**src/rtl/cvx_cmul.sv**
```systemverilog
module cvx_cmul #(
  parameter int W = 8
) (
  input  logic                  clk,
  input  logic                  rst,
  input  logic                  in_valid,
  input  logic signed [W-1:0]   ar,
  input  logic signed [W-1:0]   ai,
  input  logic signed [W-1:0]   br,
  input  logic signed [W-1:0]   bi,
  output logic                  out_valid,
  output logic signed [2*W:0]   out_re,
  output logic signed [2*W:0]   out_im
);
  localparam int PW = 2 * W;
  localparam int CW = 2 * W;

  function automatic logic [PW-1:0] col_mul(input logic [W-1:0] a, input logic [W-1:0] b);
    logic [CW-1:0] acc;
    logic [PW-1:0] p;
    acc = '0;
    p   = '0;
    for (int k = 0; k < PW - 1; k++) begin
      for (int i = 0; i < W; i++) begin
        if (k - i >= 0 && k - i < W)
          acc = acc + CW'(a[i] & b[k-i]);
      end
      p[k] = acc[0];
      acc  = acc >> 1;
    end
    p[PW-1] = acc[0];
    return p;
  endfunction

  logic signed [W-1:0] ar_q, ai_q, br_q, bi_q;
  logic                v1, v2, v3;

  always_ff @(posedge clk) begin
    if (in_valid) begin
      ar_q <= ar;
      ai_q <= ai;
      br_q <= br;
      bi_q <= bi;
    end
  end

  always_ff @(posedge clk) begin
    if (rst) begin
      v1 <= 1'b0;
      v2 <= 1'b0;
      v3 <= 1'b0;
    end else begin
      v1 <= in_valid;
      v2 <= v1;
      v3 <= v2;
    end
  end

  logic [W-1:0]  xa [4];
  logic [W-1:0]  xb [4];
  logic [PW-1:0] prod [4];

  assign xa[0] = ar_q;  assign xb[0] = br_q;
  assign xa[1] = ai_q;  assign xb[1] = bi_q;
  assign xa[2] = ar_q;  assign xb[2] = bi_q;
  assign xa[3] = ai_q;  assign xb[3] = br_q;

  for (genvar g = 0; g < 4; g++) begin : g_mul
    logic          neg;
    logic [W-1:0]  ma, mb;
    logic [PW-1:0] um, sm;
    assign neg = xa[g][W-1] ^ xb[g][W-1];
    assign ma  = xa[g][W-1] ? (~xa[g] + W'(1)) : xa[g];
    assign mb  = xb[g][W-1] ? (~xb[g] + W'(1)) : xb[g];
    assign um  = col_mul(ma, mb);
    assign sm  = neg ? (~um + PW'(1)) : um;
    always_ff @(posedge clk) begin
      if (v1) prod[g] <= sm;
    end
  end

  always_ff @(posedge clk) begin
    if (v2) begin
      out_re <= $signed({prod[0][PW-1], prod[0]}) - $signed({prod[1][PW-1], prod[1]});
      out_im <= $signed({prod[2][PW-1], prod[2]}) + $signed({prod[3][PW-1], prod[3]});
    end
  end

  assign out_valid = v3;
endmodule

```
**config.mk**
```make
export PLATFORM = sky130hd
export DESIGN_NAME = cvx_cmul
export DESIGN_NICKNAME = d
export VERILOG_FILES = /design/src/rtl/cvx_cmul.sv
export SDC_FILE = /design/constraint.sdc
export NUM_CORES = 1
export LEC_CHECK = 0
export ABC_AREA = 1
export BUFFER_PORTS_ARGS = -buffer_cell sky130_fd_sc_hd__buf_2
export CAP_MARGIN = 10
export CORE_ASPECT_RATIO = 1.25
export CORE_MARGIN = 4
export CORE_UTILIZATION = 40
export CTS_CLUSTER_DIAMETER = 60
export DETAILED_ROUTE_END_ITERATION = 16
export MAX_ROUTING_LAYER = met4
export PLACE_DENSITY = 0.63
export SYNTH_ARGS = -nofsm -noshare
export SYNTH_HDL_FRONTEND = slang
export SYNTH_SLANG_ARGS = --single-unit
```
**constraint.sdc**
```tcl
create_clock -name clk -period 22 [get_ports clk]
set_clock_uncertainty 0.05 [all_clocks]
set_input_delay 1.1 -clock clk [delete_from_list [all_inputs] [get_ports clk]]
set_output_delay 1.1 -clock clk [all_outputs]
set_load 0.02 [all_outputs]
```
==> results list, run 1 <==
* Number of library cell types mapped by synthesis: 45
- After clock tree synthesis, the clock-pin slew on the worst setup and hold paths is 70 ps.
- Total number of placement rows: 81
- Synthesis produced 1890 cells.
* Avg Inst Size Synth: 8.507 um2
* Cell taking the most area after synthesis: edfxtp_1
- For the final routed database, the setup TNS stands at 0 ps.
- CTS saw 133 sinks.
- Initial antenna violation count: 0
- Max-cap violations: 0
- Top Ports: 70
- The number of hold violations in the final report is 0.
- Wire length per cell: 15.74 um
- From left edge to right edge, the die measures 187.3 um.
- The worst hold path terminates at out_im[0].
- The startpoint identified for the worst hold timing path is prod[2][0].
- The H-tree was split into 4 levels.
- Vias after detailed routing: 12845
- Total track usage: 19.32%
- Cell type of the slowest stage on the worst timing path: fa_1
- Top post-synthesis cells by area: edfxtp_1, fa_1, ha_1, nand2_1, inv_1
- Post-route fraction of the period consumed by the critical path: 99.43%
* Area share of the largest cell type after synthesis: 24.28%
- In the routed design, unresolved DRC markers number 0.
* Endpoint required time on the critical path: 22150 ps
- In this run, synthesis produced a sequential element count of 133.
- For the pin with the worst max-slew slack, the measured transition is 890.6 ps.
- The synthesized design contains 130 enable-type register cells.
* Diode insertion count for antenna repair: 0
- Result of the run: completed
- Slowest Stage Delay on Critical Path: 580 ps
- The worst register-to-register path begins at bi_q[0].
- The worst setup path is captured at a flop.
- With fillers left out, the area of the finished cells amounts to 0.01859 mm2.
- Number of global-route vias before repair: 12983
- The endpoint identified for the worst register-to-register timing path is prod[2][15].
- Hold-fix buffer count after cts: 0
- Entering global routing, the biggest net connects 66 pins.
- Hold WC Path Type: flop to flop
- Max-Slew Margin vs Limit: 40.13%
- Layout Nets: 2426
- The number of nets in the synthesized netlist is 2275.
- The worst register-to-register path has a depth of 73.
* Top FF cell, synth: edfxtp_1
* Share of the yosys chip area belonging to registers: 24.65%
* Clock latency of the later-clocked register in the worst-skew pair: 450 ps
- Placer Congestion: 0.9693
* Sum of overflow across all layers after global routing: 0
- The total area inside the core boundary comes to 0.03942 mm2.
- Leading post-synthesis cells by instance count: nand2_1, inv_1, ha_1, nor2_1, fa_1
- Along the worst path, the maximum fanout reaches 2.
- Maximum buffer depth of the clock tree: 2
- Warnings from Yosys: 0
- The worst setup path is of the flop to flop kind.
* Die H: 232.2 um
- Based on the critical path, the design can be clocked at up to 45.72 MHz.
* Worst Hold Path Cells: 1
- CP dominant cell by count: fa_1
- Most numerous cell in the Yosys netlist: nand2_1
* Cell area after placement: 0.01747 mm2
- Wire length of the first global-routing pass: 64.80 mm
- The pre-antenna-repair detailed-routing pass consisted of 6 iterations.
- Unrepaired setup endpoints after global routing: true
- IO Port Bufs: 69
* Clock root cell: clkbuf_16
- For this block, the routed nets add up to 40.16 mm of wire.
* Detailed router's first-iteration violation count: 634
- Cells with a size suffix above 1 make up 16.55% of the layout.
- STA classifies the critical path startpoint as a flop.
* Data arrival, critical path: 22020 ps
- Die area: 0.04349 mm2
- Antenna Nets Post-Route: 0
* Total count of max-transition violations in the final report: 0
* Total setup violations reported at the end of the flow: 0
- After legalization and detailed placement, the total HPWL measured 32.25 mm.
- For the finished layout, the period the worst path requires is 21870 ps.
- Initial Utilization: 40.79%
- Using the TritonRoute via totals, the vias-per-cell ratio works out to 5.033.
- In this run the worst setup path begins at bi_q[0].
- After synthesis, the share of flip-flops with an asynchronous set or reset is 0%.
* Setup slack on the worst flop-to-flop path: 130 ps
- The filler cells instantiated in the layout total 3757.
- Area growth, synth to finish: 15.60%
- Post-synthesis cell area: 0.01608 mm2
- TritonCTS built the clock tree.
- Num CTS Buffers: 17
==> cell families after synthesis <==
logic type / after synthesis / synth area share (%)
fa+ha+maj: 350 / 34.24
compound gates: 157 / 5.439
simple gates: 708 / 18.48
xor+xnor: 133 / 7.338
buf+inv: 409 / 9.851
flops: 133 / 24.65
==> worst max-delay path, delay by kind of cell (launching register included) <==
family | cells | cell delay [ps]
adder cells (fa/ha/maj) | 47 | 19180
buffers and inverters | 17 | 910
AND/OR/NAND/NOR | 7 | 710
flip-flops | 1 | 370
AO/OA/AOI/OAI | 1 | 200
XOR/XNOR | 1 | 150
==> metrics by stage <==
stage | std cells | setup WS, ps | hold WS [ps] | util, %
6_report | 2552 | 125.6 | 514.1 | 47.15
5_1_grt | 2552 | -501.2 | 538.7 | 47.15
4_1_cts | 2543 | -242.3 | 519.2 | 46.57
3_5_place_dp | 2492 | -399.5 | 498.9 | 44.31
3_3_place_gp | 2492 | -41.38 | 502.1 | 44.31
2_1_floorplan | 1890 | -48.49 | 462.8 | -
==> routing by layer <==
metal / wire length [um] / share of wire (%) / up-vias / GRT usage, %
li1: - / - / 6241 / -
met3: 2339 / 5.8 / 57 / 3.564
met1: 16330 / 41 / 6182 / 22.53
met2: 20110 / 50 / 365 / 33.27
met4: 1374 / 3.4 / 0 / 7.443
met5: 0 / 0 / - / -
==> flip-flops by register name (all words and copies together) (netlist names) <==
| name | count |
|---|---|
| ar_q | 8 |
| v2 | 1 |
| br_q | 8 |
| prod | 64 |
| out_im | 17 |
| bi_q | 8 |
| ai_q | 8 |
| out_re | 17 |
| v1 | 1 |
| out_valid | 1 |
==> timing repair <==
action / in CTS / in global routing
resized for setup: 42 / 49
endpoints found under the hold margin: 0 / 0
setup endpoints to repair: 6 / 9
setup buffers: 19 / 13
pin swaps: 78 / 63
==> cell usage in the layout (no fill, tap or decap), drive strengths merged, types with 2 or more instances in the layout <==
cell,instances
nand2,404
inv,382
ha,200
nor2,171
buf,164
fa,150
edfxtp,130
xor2,85
nand3,69
a21oi,66
o21ai,59
xnor2,48
clkbuf,17
nor3,17
nand3b,13
or2,13
nand4,11
a21o,10
o31ai,8
clkinv,8
nor4,6
o21bai,4
a31oi,3
dfxtp,3
o22ai,2
or3,2
o21a,2
==> cell type report <==
cell class | instances | area [um2] | share of cell area [%]
Timing Repair Buffer | 164 | 1070 | 5.755
Tap cell | 498 | 623.1 | 3.352
Clock inverter | 15 | 143.9 | 0.7741
Multi-Input combinational cell | 1348 | 10940 | 58.85
Inverter | 377 | 1421 | 7.647
Sequential cell | 133 | 3965 | 21.33
Clock buffer | 17 | 425.4 | 2.289
==> worst max path at each step <==
stage / to / depth (start not counted)
floorplan: prod[1][15] / 73
global placement: prod[1][15] / 70
detailed placement: prod[1][15] / 70
CTS: prod[1][15] / 70
global route: prod[2][15] / 75
finish: prod[2][15] / 73
Power of run 1 is not shown: default switching activity piles up to over one toggle a cycle in this logic, so the estimate is an artifact.
==> run 2: changes to the inputs <==
- CORE_UTILIZATION: 40 -> 50
- GPL_TIMING_DRIVEN: default -> 1
- PLACE_DENSITY: 0.63 -> 0.74
- SETUP_SLACK_MARGIN: default -> 0.15
==> run 2 against run 1 <==
- the run now ends with negative setup slack left
- critical path depth grew 2
- worst setup slack worse by 260 ps
- final cell count decreased by 3.7%
- critical endpoint unchanged
- first-iteration DRC count is 10% higher
- via count is essentially flat
- global-route usage up 4.4 points
- fmax shrank 1.2%
- register-to-register slack got worse by 260 ps
- sequential cell count unchanged
- design area fell by 0.65%
- utilization is 11 points higher
- die area is 19% lower
==> results list, run 2 (synthesis gave the netlist of run 1 again) <==
- The final net count came to 2417 (-0.37%).
- The worst-skew pair later-pin latency came to 450 ps (about the same).
- Total count of max-transition violations in the final report: 0 (unchanged)
* Detailed-route vias per instance: 5.229 (+3.9%)
* Flip-flop count of the largest register, all copies and words added: 64 (unchanged)
* Wire length of the first global-routing pass: 64.20 mm (-0.93%)
* Initial Utilization: 50.59% (+9.8 points)
- The final period utilization came to 100.6% (+1.2 points).
- Biggest regs: prod x64, out_im x17, out_re x17
* Final worst slack: -138.8 ps (-264.4 ps)
- Antenna Nets Post-Route: 0 (unchanged)
* Die H: 208.5 um (-10%)
- Number of global-route vias before repair: 13150 (+1.3%)
- Routed WL: 39.73 mm (-1.1%)
* Diode insertion count for antenna repair: 0 (unchanged)
- The count of routing violations after the opening detailed-route iteration came to 700 (+10%).
- Clock root cell: clkbuf_16
- Minimum hold slack: 427.6 ps (-86.55 ps)
- Clock slew at the register clock pins of the worst setup and hold paths: 60 ps (about the same)
- Total number of placement rows: 73 (-9.9%)
- Wire length per cell: 16.17 um (+2.8%)
* Category of the critical setup timing path: flop to flop
* Slowest Stage Delay on Critical Path: 590 ps (about the same)
- Residual DRC count: 0 (unchanged)
- Top register by number of flip-flops: prod
- The level count of the clock H-tree was 4 (unchanged).
* Commonest non-fill, non-tap cells in the layout: nand2_1, inv_1, ha_1, nor2_1, fa_1
- Critical path endpoint category: flop
* Pin count of the biggest net entering global routing: 61 (-7.6%)
- Total track usage: 23.77% (+4.4 points)
* Violated checks: negative setup slack
- Iteration count of the initial detailed-routing pass: 5 (-1)
- Die area: 0.03511 mm2 (-19%)
- Setup slack on the worst flop-to-flop path: -140 ps (-260 ps)
- CP dominant cell by count: fa_1
- Top Ports: 70 (unchanged)
* Slew at the pin closest to its max-slew limit: 758.5 ps (-132.0 ps)
- The required time of the critical path came to 22150 ps (about the same).
* Area growth, synth to finish: 14.85%
* Clock period minus worst slack: 22140 ps (+264.4 ps)
- Unrepaired setup endpoints after global routing: true
- The cell family contributing the most delay on the critical path is adder cells.
- The number of max-capacitance violations reported is 0 (unchanged).
- Among all stages on the critical path, the largest delay is contributed by fa_1.
- Post-route core utilization: 58.10% (+11 points)
- The x dimension of the die came to 168.4 um (-10%).
- Placer Congestion: 1.006 (+3.8%)
- The share of post-route cells with drive strength above 1 is 16.97% (+0.42 points).
* Hold WC Path Type: flop to flop
- Critical-path maximum fanout: 4 (+2)
- Buffers & Inverters on Critical Path: 18 (+1)
* Num CTS Buffers: 17 (unchanged)
- Upper clock frequency limit: 45.17 MHz (-1.2%)
- The flow ran to the end, but the final reports show violations.
* Max-Slew Margin vs Limit: 49.31% (+9.2 points)
- The detailed placement HPWL was 31.33 mm (-2.9%).
* IO Port Bufs: 69 (unchanged)
* Maximum buffer depth of the clock tree: 2 (unchanged)
* Placeable core region: 0.03179 mm2 (-19%)
- Most common library cell in the layout ignoring fill and taps: nand2_1
- Final Hold Fails: 0 (unchanged)
- CTS tree: done
- Data arrival, critical path: 22290 ps (+270 ps)
- The total congestion overflow after global routing came to 0 (unchanged).
- The count of endpoints failing setup in the final report came to 2 (+2).
* Initial antenna violation count: 0 (unchanged)
* Kind of start point of the critical path: flop
* Vias after detailed routing: 12848 (+0.023%)
- Count of clock tree sinks: 133 (unchanged)
==> run 2: worst reg2reg max path, delay by kind of cell (launching register included) <==
kind                     cells  cell delay (ps)
AND/OR/NAND/NOR              7              580
AO/OA/AOI/OAI                2              260
buffers and inverters       18              960
flip-flops                   1              370
adder cells (fa/ha/maj)     48            19690
==> run 2: final timing paths <==
path / end / startpoint / depth (start not counted)
min: v2 / v1 / 2
max reg2reg: prod[2][15] / bi_q[1] / 75
min reg2reg: v2 / v1 / 2
max: prod[2][15] / bi_q[1] / 75
==> run 2: cell type report <==
| cell class | count | area (um2) |
|---|---|---|
| Multi-Input combinational cell | 1348 | 10980 |
| Clock buffer | 17 | 425.4 |
| Fill cell | 2753 | 13320 |
| Tap cell | 412 | 515.5 |
| Timing Repair Buffer | 155 | 1010 |
| Inverter | 377 | 1426 |
| Sequential cell | 133 | 3965 |
| Clock inverter | 15 | 146.4 |
==> run 2: per-layer routing <==
| layer | wire length, um | up-vias | track usage [%] | share of wire (%) |
|---|---|---|---|---|
| met5 | 0 | - | - | 0 |
| met4 | 2080 | 0 | 12.09 | 5.2 |
| met3 | 2668 | 93 | 4.409 | 6.7 |
| met2 | 19420 | 421 | 39.43 | 49 |
| met1 | 15560 | 6105 | 27.53 | 39 |
| li1 | - | 6229 | - | - |
==> run 2: per-stage QoR <==
stage	instance area (um2)	setup TNS, ps	cells	setup slack, ps
final	18470	-174.5	2457	-138.8
after global routing	18470	-2448	2457	-710.7
after CTS	18090	-462.0	2435	-276.1
after detailed placement	17300	-1100	2390	-394.8
after global placement	17300	-11.25	2390	-11.25
after floorplan	16270	0	1890	167.1
==> run 2: repair_timing <==
item / CTS / global route
hold buffers: 0 / 0
setup endpoints to repair: 5 / 9
gates resized for setup: 40 / 66
pin swaps: 47 / 69
endpoints found under the hold margin: 0 / 0
buffers inserted: 13 / 22
Power of run 2 is left out for the same reason.
==> run 3: changes to the inputs <==
- CORE_UTILIZATION: 50 -> 58
- HOLD_SLACK_MARGIN: default -> 0.05
- PLACE_DENSITY: 0.74 -> 0.84
==> run 3 against run 2 <==
- the flow still finishes with violations (negative setup slack)
- wire length rose by 4.4%
- fmax decreased by 0.34%
- sequential cell count stayed put
- global-route usage is 4.4 points higher
- hold slack improved by 65 ps
- die area fell by 13%
- design area down 0.20%
- largest cell class unchanged
==> results list, run 3 (synthesis gave the netlist of run 1 again) <==
- Vias after detailed routing: 13218 (+2.9%)
* Endpoint required time on the critical path: 22150 ps (about the same)
- HPWL after detailed placement: 31.77 mm (+1.4%)
- Maximum buffer depth of the clock tree: 2 (unchanged)
- Category of the critical setup timing path: flop to flop
* Number of cells on the worst reg-to-reg path: 76 (+1.3%)
* Placeable core region: 0.02708 mm2 (-15%)
- The clock buffer count from CTS is 17 (unchanged).
* Sum of overflow across all layers after global routing: 0 (unchanged)
* Total track usage: 28.12% (+4.4 points)
- The number of hold violations in the final report was 0 (unchanged).
* Slew at the pin closest to its max-slew limit: 740.3 ps (-18.25 ps)
* Clock slew at the register clock pins of the worst setup and hold paths: 70 ps (about the same)
- Post-route fraction of the period consumed by the critical path: 101.0% (+0.35 points)
* CTS tree: done
- The worst setup path is captured at a flop.
* Top register by number of flip-flops: prod
- The number of max-capacitance violations reported came to 0 (unchanged).
* Clock latency of the later-clocked register in the worst-skew pair: 450 ps (about the same)
* Upper clock frequency limit: 45.01 MHz (-0.34%)
* Area growth, synth to finish: 14.61%
* Clock period minus worst slack: 22220 ps (+76.56 ps)
* Result of the run: complete, but fails checks
- IO Port Bufs: 69 (unchanged)
- The initial cell density of the core is 59.38% (+8.8 points).
* Wire length of the first global-routing pass: 64.95 mm (+1.2%)
- The number of primary I/O pins was 70 (unchanged).
- Max-Slew Margin vs Limit: 50.65% (+1.3 points)
- Setup repair after global routing could not meet its margin everywhere.
- The checks that failed: negative setup slack.
- The chip height came to 194.2 um (-6.9%).
- The detailed-route wire length was 41.47 mm (+4.4%).
- Cell type of the slowest stage on the worst timing path: fa_1
* Residual DRC count: 0 (unchanged)
- Critical-path maximum fanout: 5 (+1)
- The number of detailed-routing iterations run before antenna repair came to 6 (+1).
* Commonest non-fill, non-tap cells in the layout: nand2_1, inv_1, ha_1, nor2_1, fa_1
* Total count of max-transition violations in the final report: 0 (unchanged)
- Leaving out fill and tap cells, the most frequent cell in the layout is nand2_1.
* Wire length per cell: 17.29 um (+6.9%)
- Hold WC Path Type: flop to flop
- Detailed router's first-iteration violation count: 1041 (+49%)
- Clock root cell: clkbuf_16
* Filler cell count: 2091 (-24%)
- The summed negative setup slack over all endpoints is -314.9 ps (-140.4 ps).
* Horizontal die dimension: 156.9 um (-6.8%)
* Die area: 0.03047 mm2 (-13%)
* Placer Congestion: 1.042 (+3.5%)
- The count of nets left with antenna violations after detail routing was 0 (unchanged).
- Number of global-route vias before repair: 13483 (+2.5%)
- Biggest regs: prod x64, out_im x17, out_re x17
* Total number of placement rows: 67 (-8.2%)
- Fraction of final layout cells sized beyond drive strength 1: 16.96% (about the same)
- The number of flip-flops under the largest register name was 64 (unchanged).
* CP dominant cell by count: fa_1
- Final worst slack: -215.3 ps (-76.56 ps)
* Pin count of the biggest net entering global routing: 66 (+8.2%)
- The critical path data arrival time came to 22360 ps (+70 ps).
- Total setup violations reported at the end of the flow: 2 (unchanged)
- The final net count was 2424 (+0.29%).
* Detailed-route vias per instance: 5.512 (+5.4%)
- Clock H-tree levels: 4 (unchanged)
- The cell depth of the worst hold path is 1 (-1).
- The CTS sink count is 133 (unchanged).
- The number of antenna violations at the first check in global routing was 1 (+1).
* Hold-fix buffer count after cts: 0 (unchanged)
- The worst setup path is launched from a flop.
* Slowest Stage Delay on Critical Path: 570 ps (-20 ps)
## run 3: worst paths after layout
kind	from	to	slack, ps
worst min-delay path	prod[2][0]	out_im[0]	490
worst min register to register	prod[2][0]	out_im[0]	490
worst max register to register	bi_q[0]	prod[1][15]	-220
worst max-delay path	bi_q[0]	prod[1][15]	-220
## run 3: cell type report
class                   instances  area [um2]  share of cell area, %
flip-flops and latches        133        3965                  21.52
diodes                          1       2.502                0.01358
well taps                     345       431.7                  2.342
multi-input cells            1348       10970                  59.51
repair buffers                162        1059                  5.744
clock buffers                  17       425.4                  2.308
clock inverters                15       155.1                 0.8419
inverters                     377        1424                  7.726
## run 3: routing by layer
| metal | global-route usage [%] | wire length [um] |
|---|---|---|
| met1 | 31.21 | 15250 |
| met2 | 46.99 | 20350 |
| met3 | 5.604 | 3181 |
| met4 | 15.66 | 2683 |
| met5 | - | 0 |
## run 3: repair_timing
| item | CTS | global route |
|---|---|---|
| pin swaps | 57 | 33 |
| setup buffers | 26 | 16 |
| endpoints found under the setup margin | 6 | 9 |
| gates resized for setup | 48 | 49 |
## run 3: metrics by stage
step           std cells  hold WS, ps  cell area, um2  setup WS [ps]  utilization [%]
2_1_floorplan       1890        462.8           16270          167.1                -
3_3_place_gp        2323        481.4           17210          38.49            63.57
3_5_place_dp        2323        482.0           17210         -428.5            63.57
4_1_cts             2381        494.5           18160         -160.3            67.09
5_1_grt             2398        506.8           18430         -657.6            68.06
6_report            2398        492.3           18430         -215.3            68.06
## run 3: critical path, delay by kind of cell (launching register included)
family / cells / cell delay, ps
buffers and inverters: 22 / 1620
AOI/OAI and AO/OA: 2 / 270
DFF: 1 / 370
xor gates and xnor gates: 1 / 170
and+or+nand+nor: 5 / 370
adders and majority gates: 46 / 19050
Power of run 3 is left out for the same reason.
